File: config.mk
export PLATFORM = sky130hd
export DESIGN_NAME = gray_tx_monitor
export DESIGN_NICKNAME = d
export VERILOG_FILES = /design/src/rtl/gray_pkg.sv /design/src/rtl/gray_state_reg.sv /design/src/rtl/last_state_reg.sv /design/src/rtl/multi_bit_detect.sv /design/src/rtl/gray_tx_monitor.sv
export SDC_FILE = /design/constraint.sdc
export NUM_CORES = 1
export LEC_CHECK = 0
export ABC_CLOCK_PERIOD_IN_PS = 1000
export CAP_MARGIN = 40
export CORE_AREA = 4 4 41 43
export CTS_CLUSTER_SIZE = 24
export DETAILED_ROUTE_END_ITERATION = 12
export DIE_AREA = 0 0 45 47
export DONT_BUFFER_PORTS = 1
export GPL_TIMING_DRIVEN = 1
export PLACE_DENSITY = 0.45
export SLEW_MARGIN = 40
export SYNTH_ARGS = -nofsm -noshare
export SYNTH_HDL_FRONTEND = slang
export SYNTH_SLANG_ARGS = --single-unit
File: constraint.sdc
create_clock -name clk_i -period 1 [get_ports clk_i]
set_input_delay 0.05 -clock clk_i [delete_from_list [all_inputs] [get_ports clk_i]]
set_output_delay 0.05 -clock clk_i [all_outputs]
set_load 0.02 [all_outputs]
File: src/rtl/gray_pkg.sv
package gray_pkg;
  localparam int unsigned STATE_W_DEF = 3;

  // true when two or more bits are set
  function automatic logic multi_bit(input logic [31:0] v);
    return (v & (v - 32'd1)) != 32'd0;
  endfunction
endpackage

File: src/rtl/gray_state_reg.sv
module gray_state_reg #(
  parameter int unsigned W = gray_pkg::STATE_W_DEF
) (
  input  logic         clk_i,
  input  logic         rst_ni,
  input  logic         adv_en_i,
  input  logic [W-1:0] upset_mask_i,
  output logic [W-1:0] state_o
);
  logic [W-1:0] state_q, bin, bin_inc, gray_inc, state_d;

  always_comb begin
    bin[W-1] = state_q[W-1];
    for (int i = W - 2; i >= 0; i--) bin[i] = bin[i+1] ^ state_q[i];
  end

  assign bin_inc  = bin + W'(1);
  assign gray_inc = bin_inc ^ (bin_inc >> 1);
  assign state_d  = (adv_en_i ? gray_inc : state_q) ^ upset_mask_i;

  always_ff @(posedge clk_i or negedge rst_ni) begin
    if (!rst_ni) state_q <= '0;
    else         state_q <= state_d;
  end

  assign state_o = state_q;

  AST_GRAY_STEP: assert property (@(posedge clk_i) disable iff (!rst_ni)
    ($past(upset_mask_i) == '0 && $past(adv_en_i)) |-> $countones(state_q ^ $past(state_q)) == 1);

  AST_HOLD: assert property (@(posedge clk_i) disable iff (!rst_ni)
    ($past(upset_mask_i) == '0 && !$past(adv_en_i)) |-> $stable(state_q));
endmodule

File: src/rtl/last_state_reg.sv
module last_state_reg #(
  parameter int unsigned W = gray_pkg::STATE_W_DEF
) (
  input  logic         clk_i,
  input  logic         rst_ni,
  input  logic [W-1:0] state_i,
  output logic [W-1:0] last_o
);
  always_ff @(posedge clk_i or negedge rst_ni) begin
    if (!rst_ni) last_o <= '0;
    else         last_o <= state_i;
  end
endmodule

File: src/rtl/multi_bit_detect.sv
module multi_bit_detect #(
  parameter int unsigned W = gray_pkg::STATE_W_DEF
) (
  input  logic         clk_i,
  input  logic         rst_ni,
  input  logic [W-1:0] cur_i,
  input  logic [W-1:0] last_i,
  output logic         err_o
);
  logic [W-1:0] diff;
  assign diff = cur_i ^ last_i;

  always_ff @(posedge clk_i or negedge rst_ni) begin
    if (!rst_ni) err_o <= 1'b0;
    else         err_o <= gray_pkg::multi_bit(32'(diff));
  end
endmodule

File: src/rtl/gray_tx_monitor.sv
module gray_tx_monitor #(
  parameter int unsigned W = gray_pkg::STATE_W_DEF
) (
  input  logic         clk_i,
  input  logic         rst_ni,
  input  logic         adv_en_i,
  input  logic [W-1:0] upset_mask_i,
  output logic [W-1:0] state_o,
  output logic         illegal_o
);
  logic [W-1:0] state_w, last_w;

  gray_state_reg #(.W(W)) u_state (
    .clk_i, .rst_ni, .adv_en_i, .upset_mask_i, .state_o(state_w)
  );

  last_state_reg #(.W(W)) u_last (
    .clk_i, .rst_ni, .state_i(state_w), .last_o(last_w)
  );

  multi_bit_detect #(.W(W)) u_det (
    .clk_i, .rst_ni, .cur_i(state_w), .last_i(last_w), .err_o(illegal_o)
  );

  assign state_o = state_w;

  AST_NO_FALSE_FLAG: assert property (@(posedge clk_i) disable iff (!rst_ni)
    ($past(upset_mask_i, 2) == '0) |-> !illegal_o);

  AST_SINGLE_UPSET_QUIET: assert property (@(posedge clk_i) disable iff (!rst_ni)
    ($countones($past(upset_mask_i, 2)) == 1 && !$past(adv_en_i, 2)) |-> !illegal_o);
endmodule

Word level (Yosys, flattened, before mapping)
Cells that the tools add are included.
{"block": "classes", "order_cmp": 0, "n_reduce_logical": 1, "div_mod_pow": 0, "mul": 0, "n_mux": 1, "shift": 0, "n_addsub": 2, "n_bitwise": 6, "n_eq_ne": 0}
{"op": "$and A3 B32 Y32", "n": 1}
{"op": "$reduce_bool A32 Y1", "n": 1}
{"op": "$xor A3 B3 Y3", "n": 2}
{"op": "$sub A3 B1 Y4 const B", "n": 1}
{"op": "$add A3 B1 Y3 const B", "n": 1}
{"op": "$mux W3", "n": 1}
{"op": "$xor A3 B2 Y3", "n": 1}
{"op": "$xor A1 B1 Y1", "n": 2}
{"block": "word_totals", "latch_bits": 0, "word_cells": 13, "romBits": 0, "register_bits": 7, "in_bits": 6, "output_inout_bits": 4, "ramBits": 0, "n_memories": 0}

Depth between registers and ports, before layout
Gate-level depths: netlist (run 1).
{"block": "logic_depth", "ltp_word": 6, "ltp_mapped": 3, "ltp_nobuf": 3}

Modules after synthesis
From an unflattened synthesis (run 1), not the netlist that was laid out.
{"block": "unflattened", "cells_unflattened": 20, "hier_area_um2": 285.3}
{"mod": "gray_state_reg", "area_each_um2": 147.6, "cells_per_inst": 12, "seq_area_each_um2": 75.1, "instances": 1}
{"mod": "last_state_reg", "area_each_um2": 75.1, "cells_per_inst": 3, "seq_area_each_um2": 75.1, "instances": 1}
{"mod": "multi_bit_detect", "area_each_um2": 62.6, "cells_per_inst": 5, "seq_area_each_um2": 25.0, "instances": 1}

Worst setup path after synthesis (run 1)
Ideal clock, no wire load.
{"block": "synth_timing", "kind": "reg-to-reg", "start": "register u_state.state_q[0] (netlist: u_state.state_o[0])", "end": "register u_det.err_o", "path_slack_ns": -0.150, "setup_time_ns": 0.131, "n_path_buf": 0, "period_less_slack_ns": 1.150, "arrival_ns": 1.019, "path_stages_with_launch": 3, "t_required_ns": 0.869, "cell_sequence": "dfrtp_1 > xor2_1 > maj3_1"}
{"block": "synth_between", "elab_chain_len": 4}
{"item": "start: declaration", "line_no": "gray_state_reg.sv:10", "source": "logic [W-1:0] state_q, bin, bin_inc, gray_inc, state_d;"}
{"item": "start signal: assignment", "line_no": "gray_state_reg.sv:23", "source": "else state_q <= state_d;"}
{"item": "$xor A3 B3 Y3 (*)", "line_no": "multi_bit_detect.sv:11", "source": "assign diff = cur_i ^ last_i;"}
{"item": "$sub A3 B1 Y4", "line_no": "gray_pkg.sv:6", "source": "return (v & (v - 32'd1)) != 32'd0;"}
{"item": "$and A3 B32 Y32 (*)", "line_no": "gray_pkg.sv:6"}
{"item": "$reduce_bool A32 Y1 (*)", "line_no": "gray_pkg.sv:6"}
{"item": "end signal: assignment", "line_no": "multi_bit_detect.sv:15", "source": "else err_o <= gray_pkg::multi_bit(32'(diff));"}
{"item": "end: declaration", "line_no": "multi_bit_detect.sv:8", "source": "output logic err_o"}
Mark *: on every way between the ends. The rest lies on a longest branch, timed or not.

Worst setup path after layout (run 1)
{"block": "layout_timing", "start": "register u_state.state_q[2] (netlist: u_state.state_o[2])", "end": "register u_det.err_o"}
The elaborated chain is that of the path after synthesis.

==> results_tabular.tex, run 1 <==
\begin{tabular}{lr}
\hline
Metric & Value \\
\hline
\multicolumn{2}{l}{\textbf{Synthesis}} \\
Count of state elements after synthesis & 7 \\
Average footprint of a synthesized cell & around 14 µm² \\
Number of synthesis warnings & 0 \\
Synth Cell Area & 284 µm² \\
Dominant combinational cell family by area after synthesis & XOR/XNOR gates \\
Count of unique library cells instantiated by Yosys & 8 \\
Post-Synth Simple-Gate Area & 0.0220 \\
Synthesized-area fraction occupied by xor and xnor cells & 0.216 \\
Post-Synthesis Net Count & 26 \\
Mux contribution to synthesized area & 0.0705 \\
Number of instances in the synthesized netlist & 20 \\
Share of synthesized cell area in full adder, half adder and majority cells & 0.0352 \\
Sequential element share of the synthesized area & 0.617 \\
Compound-gate portion of the synthesized area & 0.0396 \\
\multicolumn{2}{l}{\textbf{Finish}} \\
Final Instance Count excl. Fillers & 48 \\
Signed area change from the synthesized netlist to the final layout & 50.2\% \\
Ratio of cells with drive above 1 in the final layout & 0.394 \\
Seq. cell area & $\sim$180 µm² \\
Leading cell types in the layout, fill and taps excluded & 4 x sky130\_fd\_sc\_hd\_\_xor2\_1, 4 x sky130\_fd\_sc\_hd\_\_dlygate4sd3\_1, 4 x sky130\_fd\_sc\_hd\_\_dfrtp\_1 \\
Net total in the final layout & 40 \\
Post-route cell area & 427 µm² \\
Number of antenna cells inserted & 0 \\
Area used by multi-input combinational logic & 118 µm² \\
Post-layout util & 0.328 \\
Fill cell total of the finished layout & 136 \\
\multicolumn{2}{l}{\textbf{Clocking}} \\
Sink Count & 7 \\
TritonCTS clock tree & yes \\
H-tree depth & 1 \\
Clock latency at the later pin of the worst-skew pair & 0.26 ns \\
Root buffer cell & sky130\_fd\_sc\_hd\_\_clkbuf\_4 \\
Maximum count of clock buffers along a single path & 2 \\
Number of buffers added by the clock tree synthesis step & 3 \\
Number of post-CTS setup repair buffers & 0 \\
Clock transition at path regs & around 0.060 ns \\
\multicolumn{2}{l}{\textbf{Routing}} \\
Via count of the routed design & 197 \\
Pre-Repair DR Iteration Count & 4 \\
WL per Instance & 9.77 µm \\
DRT iter0 DRCs & 3 \\
DRC Markers & 0 \\
Antenna violation net count after detailed routing & 0 \\
Post-detailed-route via-to-cell ratio & 4.10 \\
Wire length reported by the detailed router & around 470 µm \\
\multicolumn{2}{l}{\textbf{Floorplan}} \\
Die height & $\sim$47 µm \\
Number of placement rows & 13 \\
Die area & 0.00212 mm² \\
Placeable Area & 0.00130 mm² \\
I/O pin total & 10 \\
Floorplan die width & 45 µm \\
Initial Utilization & 0.218 \\
\multicolumn{2}{l}{\textbf{STA}} \\
Final period utilization & 0.998 \\
Total count of hold-check failures in the final report & 0 \\
Setup repair after global routing missed its margin & true \\
Clock period minus final worst setup slack & 0.998 ns \\
Maximum operating frequency & 1.00 GHz \\
Fin Clk Skew & 0.00826 ns \\
Number of failing setup endpoints in the final timing report & 0 \\
Actual slew at the worst max-slew pin & about 0.3 ns \\
Headroom to the max-slew limit & 0.796 \\
Sum of negative setup slack & 0 ns \\
Worst hold slack across all endpoints & roughly 0.015 ns \\
Final slew viol count & 0 \\
\multicolumn{2}{l}{\textbf{Global routing}} \\
Largest net degree at the start of global routing & 8 \\
Global-route wire length before repair & 897 µm \\
Initial antenna violation count & 0 \\
GRT overflow & 0 \\
Number of global-route vias before repair & 221 \\
Gr usage total & 0.0645 \\
\multicolumn{2}{l}{\textbf{Run status}} \\
Status & finished, final reports clean \\
\multicolumn{2}{l}{\textbf{Worst hold path}} \\
Startpoint of the worst hold path & adv\_en\_i \\
Type of the worst min-delay path & in -> reg \\
\multicolumn{2}{l}{\textbf{Power}} \\
Clock network fraction of design power & 0.168 \\
Internal power & 1.00 mW \\
Sequential Power Share & 0.395 \\
Static leakage & roughly 0.19 nW \\
Psw & 0.540 mW \\
Total power divided by cell area & between 3000 and 4000 mW/mm² \\
Relative contribution of combinational cells to total power & 0.437 \\
IR drop worst, VDD & 0.00125 V \\
Sw frac & 0.350 \\
\multicolumn{2}{l}{\textbf{Placement}} \\
Detailed-placement wirelength estimate & 384 µm \\
Post-placement cell area & 345 µm² \\
Final weighted congestion of routability-driven global placement & approximately 0.72 \\
Number of cells in the design after placement & 40 \\
Buffers on Ports & 0 \\
\multicolumn{2}{l}{\textbf{Worst setup path}} \\
Reg2reg start & u\_state.state\_o[2] \\
Startpoint-to-endpoint class of the critical path & reg -> reg \\
Launching instance or port of the critical path & u\_state.state\_o[2] \\
Slowest stage delay, CP & roughly 0.44 ns \\
Arrival time reported for the critical path endpoint & around 1.1 ns \\
Cell chain of the critical path & xor2\_1 -> maj3\_2 \\
Crit path max fanout & 5 \\
Slowest library cell on the worst path & sky130\_fd\_sc\_hd\_\_dfrtp\_2 \\
Startpoint Class & flop \\
Type of element capturing the critical path & flop \\
Required time of the worst setup path & $\sim$1.1 ns \\
\multicolumn{2}{l}{\textbf{Flow run}} \\
Max\_cap viols & 0 \\
\hline
\end{tabular}
==> Yosys cell counts <==
library cell               instances  area, µm²
sky130_fd_sc_hd__mux2i_1           2       20.0
sky130_fd_sc_hd__nand2b_1          1       6.26
sky130_fd_sc_hd__xnor2_1           3       26.3
sky130_fd_sc_hd__a21oi_1           1       5.00
sky130_fd_sc_hd__maj3_1            1       10.0
sky130_fd_sc_hd__xor2_1            4       35.0
sky130_fd_sc_hd__a31oi_1           1       6.26
sky130_fd_sc_hd__dfrtp_1           7        175
==> layer usage <==
layer,wire [µm],track usage,vias to the layer above
met1,194,0.0699,91
li1,-,-,92
met3,57,0.0307,2
met2,207,0.0876,12
met4,10,0.0702,0
met5,0,0,-
==> power by group through the flow <==
stage,logic (mW),registers [mW],clock network [mW]
floorplan,0.325,0.683,0
global placement,0.621,0.604,0
detailed placement,0.622,0.612,0
CTS,0.670,0.613,0.268
global route,0.747,0.634,0.284
finish,0.673,0.609,0.259
==> through the flow <==
step | total power [mW] | setup WS [ns]
3_3_place_gp | 1.22 | 0.0110
6_report | 1.54 | 0.00174
4_1_cts | 1.55 | -0.0101
5_1_grt | 1.67 | -0.0357
2_1_floorplan | 1.01 | -0.0427
3_5_place_dp | 1.23 | 0.00362
==> cell families after synthesis <==
group / Yosys count
adder cells (fa/ha/maj): 1
flip-flops: 7
multiplexers: 2
XOR/XNOR: 7
AND/OR/NAND/NOR: 1
AO/OA/AOI/OAI: 2
==> worst max-delay path, delay by kind of cell (launching register included) <==
family	cells	cell delay [ns]
XOR/XNOR	1	0.16
adder cells (fa/ha/maj)	1	0.30
flip-flops	1	0.44
==> layout make-up <==
cell class              count  share of cell area
repair buffers              9               0.199
well taps                  15              0.0440
multi-input cells          13               0.276
clock buffers               4              0.0616
flip-flops and latches      7               0.419
==> state kept, by name, summed over array words and instances (netlist names) <==
signal	count
u_state.state_o	3
u_det.err_o	1
u_last.last_o	3
==> repair_timing <==
item / 4_1_cts / 5_1_grt
hold endpoints to repair: 10 / 0
hold buffers: 4 / 0
resized for setup: 2 / 1
setup endpoints to repair: 3 / 4
pin swaps: 2 / 1
==> worst paths after layout <==
check                                endpoint  slack, ns  depth (start not counted)
max in group asynchronous  u_state.state_o[2]       0.62                          1
max reg2reg                       u_det.err_o      0.002                          2
min reg2reg                  u_last.last_o[0]       0.55                          1
min in group asynchronous    u_last.last_o[0]       0.11                          1
min                        u_state.state_o[0]       0.02                          2
max                               u_det.err_o      0.002                          2
Note: power is estimated with default switching activity, not from simulation.
==> inputs of run 2 (changes only) <==
--- a/config.mk
+++ b/config.mk
@@ -17,4 +17,5 @@
 export SLEW_MARGIN = 40
 export SYNTH_ARGS = -nofsm -noshare
 export SYNTH_HDL_FRONTEND = slang
+export SYNTH_HIERARCHICAL = 1
 export SYNTH_SLANG_ARGS = --single-unit
==> run 2 against run 1 <==
Wire length up 19%; sequential power up 1%; die area unchanged; critical path depth unchanged; synthesized area up 0.44%; cell area up 3.5%; core utilization up 1.2 points; clock power down 2%; critical endpoint is now u_det/err_o; largest power group unchanged; global-route usage up 0.31 points; the run now ends with setup timing left; hold slack better by 0.021 ns.
==> results_tabular.tex, run 2 <==
\begin{tabular}{lr}
\hline
Metric & Value \\
\hline
\multicolumn{2}{l}{\textbf{Global routing}} \\
Largest net degree at the start of global routing & 8 \\
Number of global-route vias before repair & 226 \\
GRT overflow & 0 \\
Global-route wire length before repair & around 950 µm \\
Initial antenna violation count & 0 \\
Gr usage total & 0.0676 \\
\multicolumn{2}{l}{\textbf{Routing}} \\
Metal-1 WL & about 220 µm \\
DRC Markers & 0 \\
Top Layer Used & met4 \\
Via count of the routed design & a little under 200 \\
DRT iter0 DRCs & 3 \\
Wire length reported by the detailed router & 559 µm \\
WL met2 & 268 µm \\
Pre-Repair DR Iteration Count & 2 \\
Amount of wire on met3 after detailed routing & 53 µm \\
Antenna violation net count after detailed routing & 0 \\
WL per Instance & around 12 µm \\
Post-detailed-route via-to-cell ratio & 4.06 \\
\multicolumn{2}{l}{\textbf{STA}} \\
Setup repair after global routing missed its margin & true \\
Actual slew at the worst max-slew pin & between 0.3 and 0.4 ns \\
Total count of hold-check failures in the final report & 0 \\
Maximum operating frequency & 0.985 GHz \\
Min setup slack post-route & -0.0155 ns \\
Fin Clk Skew & 0.00854 ns \\
Clock period minus final worst setup slack & 1.02 ns \\
Number of failing setup endpoints in the final timing report & 2 \\
Sum of negative setup slack & -0.0205 ns \\
Final slew viol count & 0 \\
Headroom to the max-slew limit & 0.788 \\
Final period utilization & 1.02 \\
\multicolumn{2}{l}{\textbf{Clocking}} \\
H-tree depth & 1 \\
Maximum count of clock buffers along a single path & 2 \\
Root buffer cell & sky130\_fd\_sc\_hd\_\_clkbuf\_4 \\
Number of buffers added by the clock tree synthesis step & 3 \\
Sink Count & 7 \\
TritonCTS clock tree & yes \\
Clock latency at the later pin of the worst-skew pair & 0.25 ns \\
Clock transition at path regs & about 0.060 ns \\
\multicolumn{2}{l}{\textbf{Synthesis}} \\
Average footprint of a synthesized cell & $\sim$14 µm² \\
Synthesized-area fraction occupied by xor and xnor cells & 0.215 \\
Number of instances in the synthesized netlist & 20 \\
Mux contribution to synthesized area & 0.0702 \\
Share of synthesized cell area in full adder, half adder and majority cells & 0.0395 \\
Number of synthesis warnings & 6 \\
Async SR Flop Fraction & 1.00 \\
Post-Synthesis Net Count & 26 \\
Dominant combinational cell family by area after synthesis & XOR/XNOR gates \\
Cell taking the most area after synthesis & sky130\_fd\_sc\_hd\_\_dfrtp\_1 \\
Dominant cell by count in the synthesized netlist & sky130\_fd\_sc\_hd\_\_dfrtp\_1 \\
Largest cells by area after synthesis & sky130\_fd\_sc\_hd\_\_dfrtp\_1 61\%, sky130\_fd\_sc\_hd\_\_xor2\_1 12\%, sky130\_fd\_sc\_hd\_\_xnor2\_1 9.2\% \\
Share of the synthesized area in the top cell type & 0.614 \\
Compound-gate portion of the synthesized area & 0.0395 \\
Post-Synth Simple-Gate Area & 0.0219 \\
Number of flops mapped to enable cells by yosys & 0 \\
Main synth FF type & sky130\_fd\_sc\_hd\_\_dfrtp\_1 \\
Ranking of synthesized cells by instance count & 7 x sky130\_fd\_sc\_hd\_\_dfrtp\_1, 4 x sky130\_fd\_sc\_hd\_\_xor2\_1, 3 x sky130\_fd\_sc\_hd\_\_xnor2\_1 \\
Count of unique library cells instantiated by Yosys & 8 \\
Synth Cell Area & 285 µm² \\
Count of state elements after synthesis & 7 \\
Sequential element share of the synthesized area & 0.614 \\
\multicolumn{2}{l}{\textbf{Finish}} \\
Net total in the final layout & 40 \\
Leading cell types in the layout, fill and taps excluded & 4 x sky130\_fd\_sc\_hd\_\_dlygate4sd3\_1, 4 x sky130\_fd\_sc\_hd\_\_buf\_4, 4 x sky130\_fd\_sc\_hd\_\_xor2\_1, 4 x sky130\_fd\_sc\_hd\_\_dfrtp\_1 \\
Signed area change from the synthesized netlist to the final layout & 54.8\% \\
Ratio of cells with drive above 1 in the final layout & 0.455 \\
Post-route cell area & 442 µm² \\
Number of antenna cells inserted & 0 \\
Post-layout util & 0.339 \\
Fill cell total of the finished layout & about 140 \\
\multicolumn{2}{l}{\textbf{Placement}} \\
Final weighted congestion of routability-driven global placement & 0.744 \\
Post-placement cell area & 345 µm² \\
Post-Place Worst Slack & -0.0192 ns \\
Detailed-placement wirelength estimate & 401 µm \\
Buffers on Ports & 0 \\
\multicolumn{2}{l}{\textbf{Worst setup path}} \\
Required time of the worst setup path & 1.13 ns \\
Reg-to-Reg End & u\_det/err\_o \\
Slowest stage delay, CP & 0.45 ns \\
Reg2reg start & u\_state/state\_o[0] \\
Crit path max fanout & 6 \\
Slowest library cell on the worst path & sky130\_fd\_sc\_hd\_\_dfrtp\_2 \\
Reg2reg setup slack & -0.02 ns \\
Arrival time reported for the critical path endpoint & 1.15 ns \\
Worst reg2reg path depth & 2 \\
Startpoint Class & flop \\
Startpoint-to-endpoint class of the critical path & reg -> reg \\
Cell chain of the critical path & xor2\_1 -> maj3\_2 \\
Type of element capturing the critical path & flop \\
\multicolumn{2}{l}{\textbf{Floorplan}} \\
Number of placement rows & 13 \\
Die height & 47 µm \\
I/O pin total & 10 \\
Initial Utilization & 0.219 \\
Die area & approximately 0.0021 mm² \\
Placeable Area & between 0.001 and 0.0015 mm² \\
Floorplan die width & between 40 and 50 µm \\
\multicolumn{2}{l}{\textbf{Power}} \\
IR drop worst, VDD & about 0.0015 V \\
Total power divided by cell area & 3640 mW/mm² \\
Static leakage & 0.188 nW \\
\multicolumn{2}{l}{\textbf{Worst hold path}} \\
Hold EP & u\_state/state\_o[0] \\
Startpoint of the worst hold path & adv\_en\_i \\
Type of the worst min-delay path & in -> reg \\
Worst hold path stage count & 2 \\
\multicolumn{2}{l}{\textbf{Flow run}} \\
Max\_cap viols & 0 \\
\multicolumn{2}{l}{\textbf{Run status}} \\
Violated checks & setup timing \\
Status & finished with violations \\
\hline
\end{tabular}
-- run 2: cell counts in the layout (fill, tap and decap cells not counted) --
Identical to the previous run, type by type.
-- run 2: through the flow --
stage / hold WS (ns) / instances / power [mW]
6_report: 0.0361 / 48 / 1.61
5_1_grt: 0.0262 / 48 / 1.72
4_1_cts: 0.0358 / 48 / 1.63
3_5_place_dp: -0.245 / 39 / 1.23
3_3_place_gp: -0.245 / 39 / 1.21
2_1_floorplan: -0.246 / 20 / 1.03
-- run 2: timing repair --
action,CTS,global route
hold endpoints to repair,10,0
setup endpoints to repair,2,4
hold buffers,4,0
pin swaps,2,0
gates resized for setup,4,0
buffers inserted,1,0
-- run 2: layer usage --
layer,track usage,vias to the layer above
met5,0,-
met4,0.0877,0
met3,0.0192,2
met2,0.0989,9
met1,0.0696,90
li1,-,94
-- run 2: area by class of cell --
cell class	count	area, µm²	area share
Clock buffer	4	26.3	0.0595
Tap cell	15	18.8	0.0425
Multi-Input combinational cell	13	136	0.309
Timing Repair Buffer	9	81.3	0.184
Sequential cell	7	179	0.405
-- run 2: cells by family after synthesis --
kind of cell / Yosys count
AOI/OAI and AO/OA: 2
xor gates and xnor gates: 7
adders and majority gates: 1
DFF: 7
muxes: 2
and+or+nand+nor: 1
-- run 2: worst max path at each step --
stage                        from                 end  slack, ns  depth (start not counted)
2_1_floorplan  u_state/state_o[1]         u_det/err_o      -0.05                          2
3_3_place_gp   u_state/state_o[2]         u_det/err_o      0.001                          2
3_5_place_dp   u_state/state_o[0]  u_state/state_o[1]      -0.02                          3
4_1_cts        u_state/state_o[0]         u_det/err_o      -0.02                          2
5_1_grt        u_state/state_o[1]         u_det/err_o      -0.05                          2
6_report       u_state/state_o[0]         u_det/err_o      -0.02                          2
-- run 2: worst max-delay path, delay by kind of cell (launching register included) --
kind                     cells  cell delay [ns]
flip-flops                   1             0.45
adder cells (fa/ha/maj)      1             0.30
XOR/XNOR                     1             0.16
-- run 2: power breakdown --
part,internal [mW],total [mW],switching [mW]
sequential,0.449,0.617,0.168
clock,0.152,0.253,0.100
combinational,0.417,0.739,0.322
total,1.02,1.61,0.590
